==> config.mk <==
export PLATFORM = sky130hd
export DESIGN_NAME = lane_merge
export DESIGN_NICKNAME = d
export VERILOG_FILES = /design/src/rtl/lane_merge.sv
export SDC_FILE = /design/constraint.sdc
export NUM_CORES = 1
export LEC_CHECK = 0
export ABC_CLOCK_PERIOD_IN_PS = 5700
export BUFFER_PORTS_ARGS = -buffer_cell sky130_fd_sc_hd__buf_2
export CAP_MARGIN = 10
export CORE_UTILIZATION = 35
export CTS_BUF_LIST = sky130_fd_sc_hd__clkbuf_4 sky130_fd_sc_hd__clkbuf_8
export DETAILED_ROUTE_END_ITERATION = 8
export PLACE_DENSITY = 0.47
export SLEW_MARGIN = 20
export SYNTH_ARGS = -nofsm -noshare
export SYNTH_HDL_FRONTEND = slang
export SYNTH_SLANG_ARGS = --single-unit
==> constraint.sdc <==
create_clock -name clk -period 5.7 [get_ports clk]
set_input_delay 0.57 -clock clk [delete_from_list [all_inputs] [get_ports clk]]
set_output_delay 0.57 -clock clk [all_outputs]
set_load 0.05 [all_outputs]
==> src/rtl/lane_merge.sv <==
module lane_merge #(
  parameter int DW    = 8,
  parameter int DEPTH = 16
)(
  input  logic              clk,
  input  logic              rst_n,
  input  logic [2:0]        cfg_lanes,
  input  logic [4*DW-1:0]   lane_data,
  input  logic [3:0]        lane_valid,
  input  logic [3:0]        lane_sob,
  input  logic [3:0]        lane_eob,
  output logic [DW-1:0]     out_data,
  output logic              out_valid,
  output logic              out_eop,
  output logic              sync_err
);
  localparam int LANES = 4;
  localparam int PW = $clog2(DEPTH);
  localparam int TW = 2;
  localparam int EW = DW + TW;
  localparam logic [TW-1:0] TAG_SOB = 2'd1, TAG_DAT = 2'd2, TAG_EOB = 2'd3;

  typedef enum logic [1:0] {S_IDLE, S_RUN, S_DRAIN} st_t;

  logic [2:0] nlanes;
  logic [1:0] lmask;
  logic [LANES-1:0] act;

  always_comb begin
    case (cfg_lanes)
      3'd0, 3'd1: nlanes = 3'd1;
      3'd2, 3'd3: nlanes = 3'd2;
      default:    nlanes = 3'd4;
    endcase
  end
  assign lmask = 2'(nlanes - 3'd1);
  assign act   = {nlanes[2], nlanes[2], nlanes[2] | nlanes[1], 1'b1};

  logic ovf;
  logic [LANES-1:0] ne, deep, full, push, pop;
  logic [LANES-1:0][EW-1:0] head, nxt;
  logic [LANES-1:0][TW-1:0] htag;

  for (genvar i = 0; i < LANES; i++) begin : g_lane
    logic [EW-1:0] ram [DEPTH];
    logic [PW-1:0] wp, rp;
    logic [PW:0]   cnt;
    logic [TW-1:0] tag;

    assign tag     = lane_sob[i] ? TAG_SOB : (lane_eob[i] ? TAG_EOB : TAG_DAT);
    assign push[i] = act[i] & (lane_sob[i] | lane_eob[i] | lane_valid[i]);
    assign head[i] = ram[rp];
    assign nxt[i]  = ram[rp + PW'(1)];
    assign htag[i] = head[i][EW-1 -: TW];
    assign ne[i]   = cnt != '0;
    assign deep[i] = cnt >= (PW+1)'(2);
    assign full[i] = cnt == (PW+1)'(DEPTH);

    always_ff @(posedge clk)
      if (push[i] && !ovf) ram[wp] <= {tag, lane_data[i*DW +: DW]};

    always_ff @(posedge clk) begin
      if (!rst_n || ovf || !act[i]) begin
        wp  <= '0;
        rp  <= '0;
        cnt <= '0;
      end else begin
        if (push[i]) wp <= wp + PW'(1);
        if (pop[i])  rp <= rp + PW'(1);
        cnt <= cnt + (PW+1)'(push[i]) - (PW+1)'(pop[i]);
      end
    end

    p_pop_nonempty_r2: assert property (@(posedge clk) disable iff (!rst_n)
      pop[i] |-> ne[i]);
  end

  assign ovf = |(push & full & ~pop);

  st_t st, st_n;
  logic [1:0] ptr, ptr_n, q;
  logic [LANES-1:0] closed, close_now;
  logic emit, emit_eop, all_sob, look_ok;
  logic [TW-1:0] look_tag;

  always_comb begin
    pop       = '0;
    close_now = '0;
    emit      = 1'b0;
    emit_eop  = 1'b0;
    st_n      = st;
    ptr_n     = ptr;
    q         = (ptr + 2'd1) & lmask;
    look_ok   = (nlanes == 3'd1) ? deep[ptr] : ne[q];
    look_tag  = (nlanes == 3'd1) ? nxt[ptr][EW-1 -: TW] : htag[q];
    all_sob   = 1'b1;
    for (int i = 0; i < LANES; i++)
      if (act[i] && !(ne[i] && htag[i] == TAG_SOB)) all_sob = 1'b0;
    unique case (st)
      S_IDLE: begin
        if (all_sob) begin
          pop   = act;
          st_n  = S_RUN;
          ptr_n = 2'd0;
        end else begin
          for (int i = 0; i < LANES; i++)
            if (act[i] && ne[i] && htag[i] != TAG_SOB) pop[i] = 1'b1;
        end
      end
      S_RUN: begin
        if (ne[ptr]) begin
          case (htag[ptr])
            TAG_EOB: st_n = S_DRAIN;
            TAG_SOB: pop[ptr] = 1'b1;
            default: if (look_ok) begin
              pop[ptr] = 1'b1;
              emit     = 1'b1;
              emit_eop = look_tag == TAG_EOB;
              ptr_n    = q;
              if (look_tag == TAG_EOB) st_n = S_DRAIN;
            end
          endcase
        end
      end
      S_DRAIN: begin
        for (int i = 0; i < LANES; i++)
          if (act[i] && !closed[i] && ne[i]) begin
            pop[i] = 1'b1;
            if (htag[i] == TAG_EOB) close_now[i] = 1'b1;
          end
        if (&(closed | close_now | ~act)) st_n = S_IDLE;
      end
      default: st_n = S_IDLE;
    endcase
  end

  always_ff @(posedge clk) begin
    if (!rst_n) begin
      st        <= S_IDLE;
      ptr       <= '0;
      closed    <= '0;
      out_valid <= 1'b0;
      out_eop   <= 1'b0;
      out_data  <= '0;
      sync_err  <= 1'b0;
    end else if (ovf) begin
      st        <= S_IDLE;
      ptr       <= '0;
      closed    <= '0;
      out_valid <= 1'b0;
      out_eop   <= 1'b0;
      sync_err  <= 1'b1;
    end else begin
      st        <= st_n;
      ptr       <= ptr_n;
      out_valid <= emit;
      out_eop   <= emit_eop;
      if (emit) out_data <= head[ptr][DW-1:0];
      closed    <= (st == S_DRAIN && st_n == S_DRAIN) ? (closed | close_now) : '0;
    end
  end

  p_eop_with_valid_r10: assert property (@(posedge clk) disable iff (!rst_n)
    out_eop |-> out_valid);
  p_eop_then_drain_r4: assert property (@(posedge clk) disable iff (!rst_n)
    out_eop |-> st == S_DRAIN);
  p_quiet_outside_run_r3: assert property (@(posedge clk) disable iff (!rst_n)
    (st != S_RUN) |=> !out_valid);
  p_err_sticky_r7: assert property (@(posedge clk) disable iff (!rst_n)
    sync_err |=> sync_err);
endmodule

Yosys cells after proc, flatten, opt, wreduce, memory -nomap -nowiden --
Memory sizes are Yosys's and may differ from the RTL's. A register that Yosys moved wholly into a read port is not among the register bits. Cells that the tools add are included. W data, S select, Z words.
Cells by class: $add $sub $neg 18, multiply operators 0, divide/modulo/power cells 0, order comparisons 7, equality and inequality tests 30, shifts and indexed selects 0, muxes and demuxes 89, bitwise gates (word level) 26, reductions and logical operators 58
Operators by type and width (number):
- $mux W4 | 12
- $mux W1 | 45
- $bmux W10 S2 | 2
- $add A4 B1 Y4 const B | 8
- $mux W2 | 16
- $logic_and A1 B1 Y1 | 27
- $add A5 B1 Y5 | 4
- $eq A5 B5 Y1 const B | 4
- $ge A5 B2 Y1 const B | 4
- $reduce_bool A5 Y1 | 4
- $sub A5 B1 Y5 | 4
- $eq A2 B2 Y1 const B | 8
- $eq A2 B1 Y1 const B | 6
- $or A4 B4 Y4 | 3
- $pmux W4 S3 | 1
- $logic_not A1 Y1 | 11
- $mux W10 | 1
- $reduce_or A10 Y1 | 1
- $or A1 B1 Y1 | 9
- $and A4 B4 Y4 | 2
- $bmux W2 S2 | 2
- $mux W8 | 1
- $ne A2 B1 Y1 const B | 4
- $ne A2 B2 Y1 const B | 4
- other kinds (27) | 45
Word-level totals: flip-flop bits (word level) 71, bits in latches 0, RAM bits 640, bits in read-only memories 0, bits of input ports 49, output and inout port bits 11, word-level logic and storage cells 251, memories 4
Memory list:
- g_lane[0].ram | words 16, bits a word 10, rd ports 2, clocked after memory_dff 1, wr ports 1, line 45 | logic [EW-1:0] ram [DEPTH];
- g_lane[1].ram | words 16, bits a word 10, rd ports 2, clocked after memory_dff 1, wr ports 1, line 45
- g_lane[2].ram | words 16, bits a word 10, rd ports 2, clocked after memory_dff 1, wr ports 1, line 45
- g_lane[3].ram | words 16, bits a word 10, rd ports 2, clocked after memory_dff 1, wr ports 1, line 45

Logic depth before layout (Yosys ltp) --
Gate-level depths: netlist of run 1.
depth after elaboration 19, depth in mapped cells 22, gate-level depth less buffers 21

Least setup slack after synthesis of run 1 --
Ideal clock, no wire load.
kind register -> register, start point register ptr[1], end point memory g_lane[2].ram[10][0] in the netlist's numbering, enable pin, data arrival time 5.021 ns, required time 5.296 ns, slack 0.276 ns, stages on the path, launching flop included 17, cells stage by stage dfxtp_1 > clkbuf_1 > clkinv_1 > buf_1 > ha_1 > nor2b_1 > mux2i_1 > o2bb2ai_1 > or3_1 > a211oi_1 > o2111a_1 > a211o_1 > o22ai_4 > or2_1 > clkbuf_1 > buf_2 > nor4_1
Between the ends: cells in the longest elaborated chain, start to end 16, elaborated cells between the ends (all ways) 29
Ends and longest elaborated chain:
- from (decl) | line 81 | logic [1:0] ptr, ptr_n, q;
- from (signal assigned) | line 155 | ptr <= ptr_n;
- $add A2 B1 Y2 | line 93 | q = (ptr + 2'd1) & lmask;
- $and A2 B2 Y2 | line 93
- $bmux W1 S2 | line 94 | look_ok = (nlanes == 3'd1) ? deep[ptr] : ne[q];
- $mux W1 (implied by the code) | line 94
- $mux W1 | line 94
- $mux W4 | line 115 | default: if (look_ok) begin
- $pmux W4 S2 | line 112 | case (htag[ptr])
- $mux W4 (*) | line 111 | if (ne[ptr]) begin
- $pmux W4 S3 (*) | line 99 | unique case (st)
- $not A4 Y4 (*) | line 78 | assign ovf = |(push & full & ~pop);
- $and A4 B4 Y4 (*) | line 78
- $reduce_or A4 Y1 (*) | line 78
- $logic_not A1 Y1 (*) | line 60 | if (push[i] && !ovf) ram[wp] <= {tag, lane_data[i*DW +: DW]};
- $logic_and A1 B1 Y1 (*) | line 60
- $mux W1 (*) | line 60
- $mux W1 (implied by the code) (*) | line 60
- to (decl) | line 45
Mark *: on every way between the ends. The rest lies on a longest branch, timed or not. The select of a mux whose other input is x is not followed.

==> metrics, run 1 <==
yosys warns 0; maximum fanout count along the critical path 40; slack of the worst reg-to-reg path 730 ps; Total Nets Final 1995; unrepaired setup endpoints after global routing no; CTS tree yes; syn_area_per_cell 18.2 sq um; CTS buffer count 121; main combinational cell family by area after synthesis multiplexers; top cell types by occurrence after synthesis sky130_fd_sc_hd__edfxtp_1 (640), sky130_fd_sc_hd__mux4_2 (209), sky130_fd_sc_hd__dfxtp_1 (87), sky130_fd_sc_hd__nand2_1 (67), sky130_fd_sc_hd__ha_1 (61); Max-cap violations 0; total routed wirelength 75.3 mm; endpoint kind of the worst setup timing path flop; hold_buf cts 0; TritonCTS Sinks 727; clk_skew 37.9 ps; compound-cell area share of the yosys netlist 2.62%; Multi-input gate area 9340 sq um; Worst Tran Pin Value 985 ps; GRT overflow 0; Post-Place Worst Slack 199 ps; post-synthesis mux area share 16.6%; count of input and output buffers 58; status finished, final reports clean; upper clock frequency limit 0.201 GHz; required time of the worst setup path 6160 ps; time the final worst path needs with I/O delays and setup 4970 ps; number of enable flip-flop cells after synthesis 640; Crit Path Category reg -> reg; ratio of cells with drive above 1 in the final layout 31.3%; routed length per placed instance 24.0 um; dominant cell type by area after synthesis sky130_fd_sc_hd__edfxtp_1; via count normalized by instance count 5.16; number of instances in the synthesized netlist 1700; top post-synthesis cells by area sky130_fd_sc_hd__edfxtp_1 (62%), sky130_fd_sc_hd__mux4_2 (15%), sky130_fd_sc_hd__dfxtp_1 (5.6%); routed vias 16166; vias in the first global route 16982; Final TNS setup 0 ps; Pins Over Slew Limit 0; Register-to-Register Path Depth 12; flop and latch count out of synthesis 727; number of antenna violations at the first check in global routing 9; Hold Vio Cnt, Final 0; startpoint kind of the worst setup timing path flop; IO Count 60; path type of the worst min-delay path in -> reg; share of the core filled with cells in the final layout 40.7%; total power draw 14.3 mW; H-tree depth 3; DR DRC count 0; total placed cells including tap cells 2912; capture point of the worst path g_lane[0].ram[14][0]$_DFFE_PP_; leakage power figure 11.5 nW; effective utilization at floorplan 35.5%; non-filler instance count after layout 3134; Total Routing Usage GR 17.0%; cell with the most instances after synthesis sky130_fd_sc_hd__edfxtp_1; final HPWL from detailed placement 49.2 mm; fraction of the yosys area taken by sequential cells 67.9%; endpoints failing setup 0; headroom to the max-slew limit 34.3%; maximum clock path buffer count 3; top_reg_cell synth sky130_fd_sc_hd__edfxtp_1; Placer Congestion 0.796; count of different cell masters after synthesis 68; clock root buffer sky130_fd_sc_hd__clkbuf_8; fraction of synthesis flops using an asynchronous set or reset pin 0%; post-detailed-placement cell area 33000 sq um; clock latency of the later-clocked register in the worst-skew pair 760 ps; number of gates given a new drive strength after cts 0; post-route worst setup slack 734 ps; die area 89400 sq um; post-route ant nets 0; clock slew at reported path FFs 60 ps; xor and xnor area share after synthesis 1.22%; pin count of the biggest net entering global routing 45; arrival time worst endpoint 5430 ps; Filler Cell Count 7961; setup repair bufs after CTS 0; storage element area 21000 sq um; cell area after synthesis 30900 sq um; top-area cell type share of the netlist area 62.2%; Pwr Density 405 nW/um^2; reg2reg end g_lane[0].ram[14][0]$_DFFE_PP_; Site Rows 108; Final period util 87.1%; Post-Synth Simple-Gate Area 6.81%; vertical die dimension 299 um; Area growth syn-to-layout 14.7%; number of DRC markers in iteration 0 966; first-pass GRT wire length 111 mm; final instance area 35400 sq um; core outline area 87000 sq um; Die X-Extent 299 um; drt first pass iters 5; Synth Net Count 1814; maximum VDD drop 0.000219 V; worst hold slack 196 ps; adder-cell share of the synthesized area 2.73%
[layout by cell type (no fill, tap or decap), types with 13 or more instances in the layout]
cell type                  Yosys  layout
sky130_fd_sc_hd__clkinv_2      0      18
sky130_fd_sc_hd__dfxtp_1      87      83
sky130_fd_sc_hd__clkbuf_8      0     127
sky130_fd_sc_hd__clkinv_1      4      35
sky130_fd_sc_hd__nand2_1      67      67
sky130_fd_sc_hd__xor2_1       21      21
sky130_fd_sc_hd__nand3_1      45      45
sky130_fd_sc_hd__edfxtp_1    640     640
sky130_fd_sc_hd__mux4_2      209     209
sky130_fd_sc_hd__nor3_2       27      27
sky130_fd_sc_hd__ha_1         61      61
sky130_fd_sc_hd__buf_2         9      58
sky130_fd_sc_hd__xnor2_1      22      22
sky130_fd_sc_hd__clkbuf_4      0      36
sky130_fd_sc_hd__buf_4         2      94
sky130_fd_sc_hd__o21ai_0      40      40
sky130_fd_sc_hd__and3_1       22      22
sky130_fd_sc_hd__inv_1        54      54
sky130_fd_sc_hd__mux2i_1      35      35
sky130_fd_sc_hd__nor2_1       42      42
sky130_fd_sc_hd__and4_1       49      49
sky130_fd_sc_hd__a21oi_1      13      13
sky130_fd_sc_hd__nor3_1       15      15
[power by group]
part           internal [mW]  switching [mW]  leakage (nW)
Clock                   2.43            2.08          1.26
Combinational           1.52            2.01          3.76
Sequential              6.12           0.185          6.48
Total                   10.1            4.28          11.5
[worst max-delay path, stage by stage (launching register included)]
cell and delay, ps:
sky130_fd_sc_hd__dfxtp_1 790, sky130_fd_sc_hd__mux4_2 620, sky130_fd_sc_hd__mux2i_1 210, sky130_fd_sc_hd__mux2i_1 220, sky130_fd_sc_hd__nand2b_4 240, sky130_fd_sc_hd__or4_4 540, sky130_fd_sc_hd__o32a_1 220, sky130_fd_sc_hd__o211ai_2 250
sky130_fd_sc_hd__o22ai_4 250, sky130_fd_sc_hd__nor2_4 170, sky130_fd_sc_hd__buf_4 340, sky130_fd_sc_hd__and4_1 560, sky130_fd_sc_hd__buf_4 250
[how the worst min path moves through the flow]
stage	from	to	slack, ps	depth (start not counted)
2_1_floorplan	g_lane[3].rp[1]$_SDFFE_PP0N_	flop	530	2
3_3_place_gp	out_data[1]$_SDFFE_PN0P_	out_data[1]$_SDFFE_PN0P_	550	2
3_5_place_dp	sync_err$_SDFFE_PN0P_	sync_err$_SDFFE_PN0P_	550	1
4_1_cts	lane_data[24]	g_lane[3].ram[11][0]$_DFFE_PP_	120	1
5_1_grt	lane_data[26]	g_lane[3].ram[11][2]$_DFFE_PP_	160	1
6_report	lane_data[29]	g_lane[3].ram[14][5]$_DFFE_PP_	200	1
[cells by family after synthesis]
logic type | Yosys count
AO/OA/AOI/OAI | 115
XOR/XNOR | 43
adder cells (fa/ha/maj) | 65
buffers and inverters | 157
flip-flops | 727
multiplexers | 250
AND/OR/NAND/NOR | 343
[layer usage]
layer / vias to the layer above / global-route usage (%) / wire, um
met4: 4 / 5.75 / 2340
met1: 8431 / 22.8 / 33500
met2: 320 / 27.6 / 36200
met5: - / 0 / 22
met3: 135 / 3.30 / 3290
li1: 7276 / - / -
[final cells by class]
cell class              instances  area share [%]
multi-input cells             816            26.4
well taps                    1155            4.08
inverters                      59           0.625
clock inverters                57           0.972
flip-flops and latches        727            59.2
clock buffers                 163            5.70
diodes                          1         0.00707
repair buffers                156            3.04
[state kept, by name, summed over array words and instances (netlist names), 2 cells and up, named ones only]
name and cells:
g_lane.ram 640, g_lane.cnt 20, g_lane.rp 16, g_lane.wp 16, out_data 8, closed 4, ptr 2, st 2
No activity file was read; power rests on OpenSTA's default activity.
==> inputs of run 2 (changes only) <==
--- a/config.mk
+++ b/config.mk
@@ -8,10 +8,10 @@
 export ABC_CLOCK_PERIOD_IN_PS = 5700
 export BUFFER_PORTS_ARGS = -buffer_cell sky130_fd_sc_hd__buf_2
 export CAP_MARGIN = 10
-export CORE_UTILIZATION = 35
+export CORE_UTILIZATION = 37
 export CTS_BUF_LIST = sky130_fd_sc_hd__clkbuf_4 sky130_fd_sc_hd__clkbuf_8
 export DETAILED_ROUTE_END_ITERATION = 8
-export PLACE_DENSITY = 0.47
+export PLACE_DENSITY = 0.5
 export SLEW_MARGIN = 20
 export SYNTH_ARGS = -nofsm -noshare
 export SYNTH_HDL_FRONTEND = slang
==> metrics, run 2 (synthesized netlist as in run 1, its figures left out) <==
status finished, final reports clean; endpoint kind of the worst setup timing path flop; unrepaired setup endpoints after global routing no; max reg flops 640; CTS tree yes; maximum fanout count along the critical path 49; required time of the worst setup path 6050 ps; Site Rows 105; cell seen most often among critical-path stages sky130_fd_sc_hd__buf_4; switching power share of the total 29.6%; first-pass GRT wire length 110 mm; most common cell after layout, fill and taps aside sky130_fd_sc_hd__edfxtp_1; number of gates given a new drive strength after cts 0; IO Count 60; clk_skew 49.6 ps; internal power 10.4 mW; CTS buffer count 121; launching element of the worst setup path ptr[0]$_SDFFE_PP0P_; clock root buffer sky130_fd_sc_hd__clkbuf_8; TritonCTS Sinks 727; vertical die dimension 291 um; R2R Path Start ptr[0]$_SDFFE_PP0P_; hold wc startpoint lane_data[31]; Crit Path Category reg -> reg; via count normalized by instance count 5.31; Slowest-stage cell, CP sky130_fd_sc_hd__and4_1; switching power 4.36 mW; storage element area 21000 sq um; core outline area 82400 sq um; count of input and output buffers 58; Total Routing Usage GR 17.5%; GRT overflow 0; setup repair bufs after CTS 0; headroom to the max-slew limit 36.4%; final HPWL from detailed placement 48.2 mm; clock latency of the later-clocked register in the worst-skew pair 760 ps; Max-cap violations 0; Worst Tran Pin Value 928 ps; most frequent cells in the layout sky130_fd_sc_hd__edfxtp_1 (640), sky130_fd_sc_hd__mux4_2 (209), sky130_fd_sc_hd__clkbuf_8 (131); Final TNS setup 0 ps; maximum clock path buffer count 3; routed vias 16090; Die X-Extent 291 um; die area 84600 sq um; Placer Congestion 0.812; endpoints failing setup 0; slowest stage delay, CP 750 ps; Area growth syn-to-layout 14.4%; DR DRC count 0; final instance area 35300 sq um; path type of the worst min-delay path in -> reg; Filler Cell Count 7202; relative contribution of the clock network to total power 33.2%; Final period util 88.4%; Pwr Density 418 nW/um^2; Logic pwr share 24.1%; routed length per placed instance 24.1 um; register ranked first by flip-flop count g_lane.ram; hold_buf cts 0; startpoint kind of the worst setup timing path flop; vias in the first global route 17106; effective utilization at floorplan 37.5%; Multi-input gate area 9340 sq um; total routed wirelength 73.1 mm; pin count of the biggest net entering global routing 52; H-tree depth 3; ratio of cells with drive above 1 in the final layout 30.9%; Total Nets Final 1970; post-detailed-placement cell area 32700 sq um; number of DRC markers in iteration 0 1199; drt first pass iters 7; post-route ant nets 0; Pins Over Slew Limit 0; leakage power figure 11.5 nW; number of antenna violations at the first check in global routing 5; biggest registers after layout g_lane.ram (640), g_lane.cnt (20); Hold Vio Cnt, Final 0; arrival time worst endpoint 5390 ps; sequential fraction of design power 42.7%; clock slew at reported path FFs 60 ps; worst path cell trace clkinv_1 > ha_1 > nor2b_1 > buf_4 > mux2i_1 > o2bb2ai_1 > or3_1 > a211oi_1 > o2111ai_1 > o211ai_2 > o22ai_4 > nor2_4 > buf_4 > and4_1; time the final worst path needs with I/O delays and setup 5040 ps; maximum VDD drop 0.000214 V; upper clock frequency limit 0.198 GHz
run 2: power groups by stage:
stage	registers (mW)	clock network, mW	logic (mW)
2_1_floorplan	6.33	0	2.53
3_5_place_dp	6.42	0	3.60
6_report	6.30	4.90	3.57
4_1_cts	6.31	5.06	3.61
3_3_place_gp	6.41	0	3.57
5_1_grt	6.34	5.26	3.91
run 2: metal layers:
layer  up-vias  global-route usage, %  routed length (um)  part of all wire, %
met5         -                      0                   0                    0
met4         0                   5.76                1600                  2.2
met2       379                   28.6               35800                   49
met1      8355                   23.2               32100                   44
li1       7250                      -                   -                    -
met3       106                   3.66                3630                  5.0
run 2: area by class of cell:
cell class,count,area share [%]
inverter,59,0.627
tap,1070,3.79
multi-input combinational,816,26.4
antenna,1,0.00708
sequential,727,59.3
clock inverter,62,1.59
timing repair buffer,131,2.37
clock buffer,165,5.83
run 2: worst max-delay path: cells and delay by family (launching register included):
family                     cells  cell delay (ps)
AOI/OAI and AO/OA              5             1410
adders and majority gates      1              410
buffers and inverters          3              860
DFF                            1              340
muxes                          1              200
and+or+nand+nor                4             1430
run 2: path summary, 6_finish.rpt:
check,cells after the start,slack (ps),end
min reg2reg,2,500,out_data[3]$_SDFFE_PN0P_
max,14,660,g_lane[3].ram[10][8]$_DFFE_PP_
min,1,190,g_lane[3].ram[7][7]$_DFFE_PP_
max reg2reg,14,660,g_lane[3].ram[10][8]$_DFFE_PP_
run 2: per-stage QoR:
| stage | utilization (%) | hold WS (ps) | cells | worst slack [ps] | power (mW) |
|---|---|---|---|---|---|
| 3_3_place_gp | 39.7 | 492 | 2803 | 408 | 9.98 |
| 3_5_place_dp | 39.7 | 488 | 2803 | 322 | 10.0 |
| 6_report | 42.9 | 191 | 3031 | 660 | 14.8 |
| 2_1_floorplan | - | 526 | 1700 | 276 | 8.86 |
| 5_1_grt | 42.9 | 133 | 3031 | 338 | 15.5 |
| 4_1_cts | 42.9 | 115 | 3030 | 694 | 15.0 |
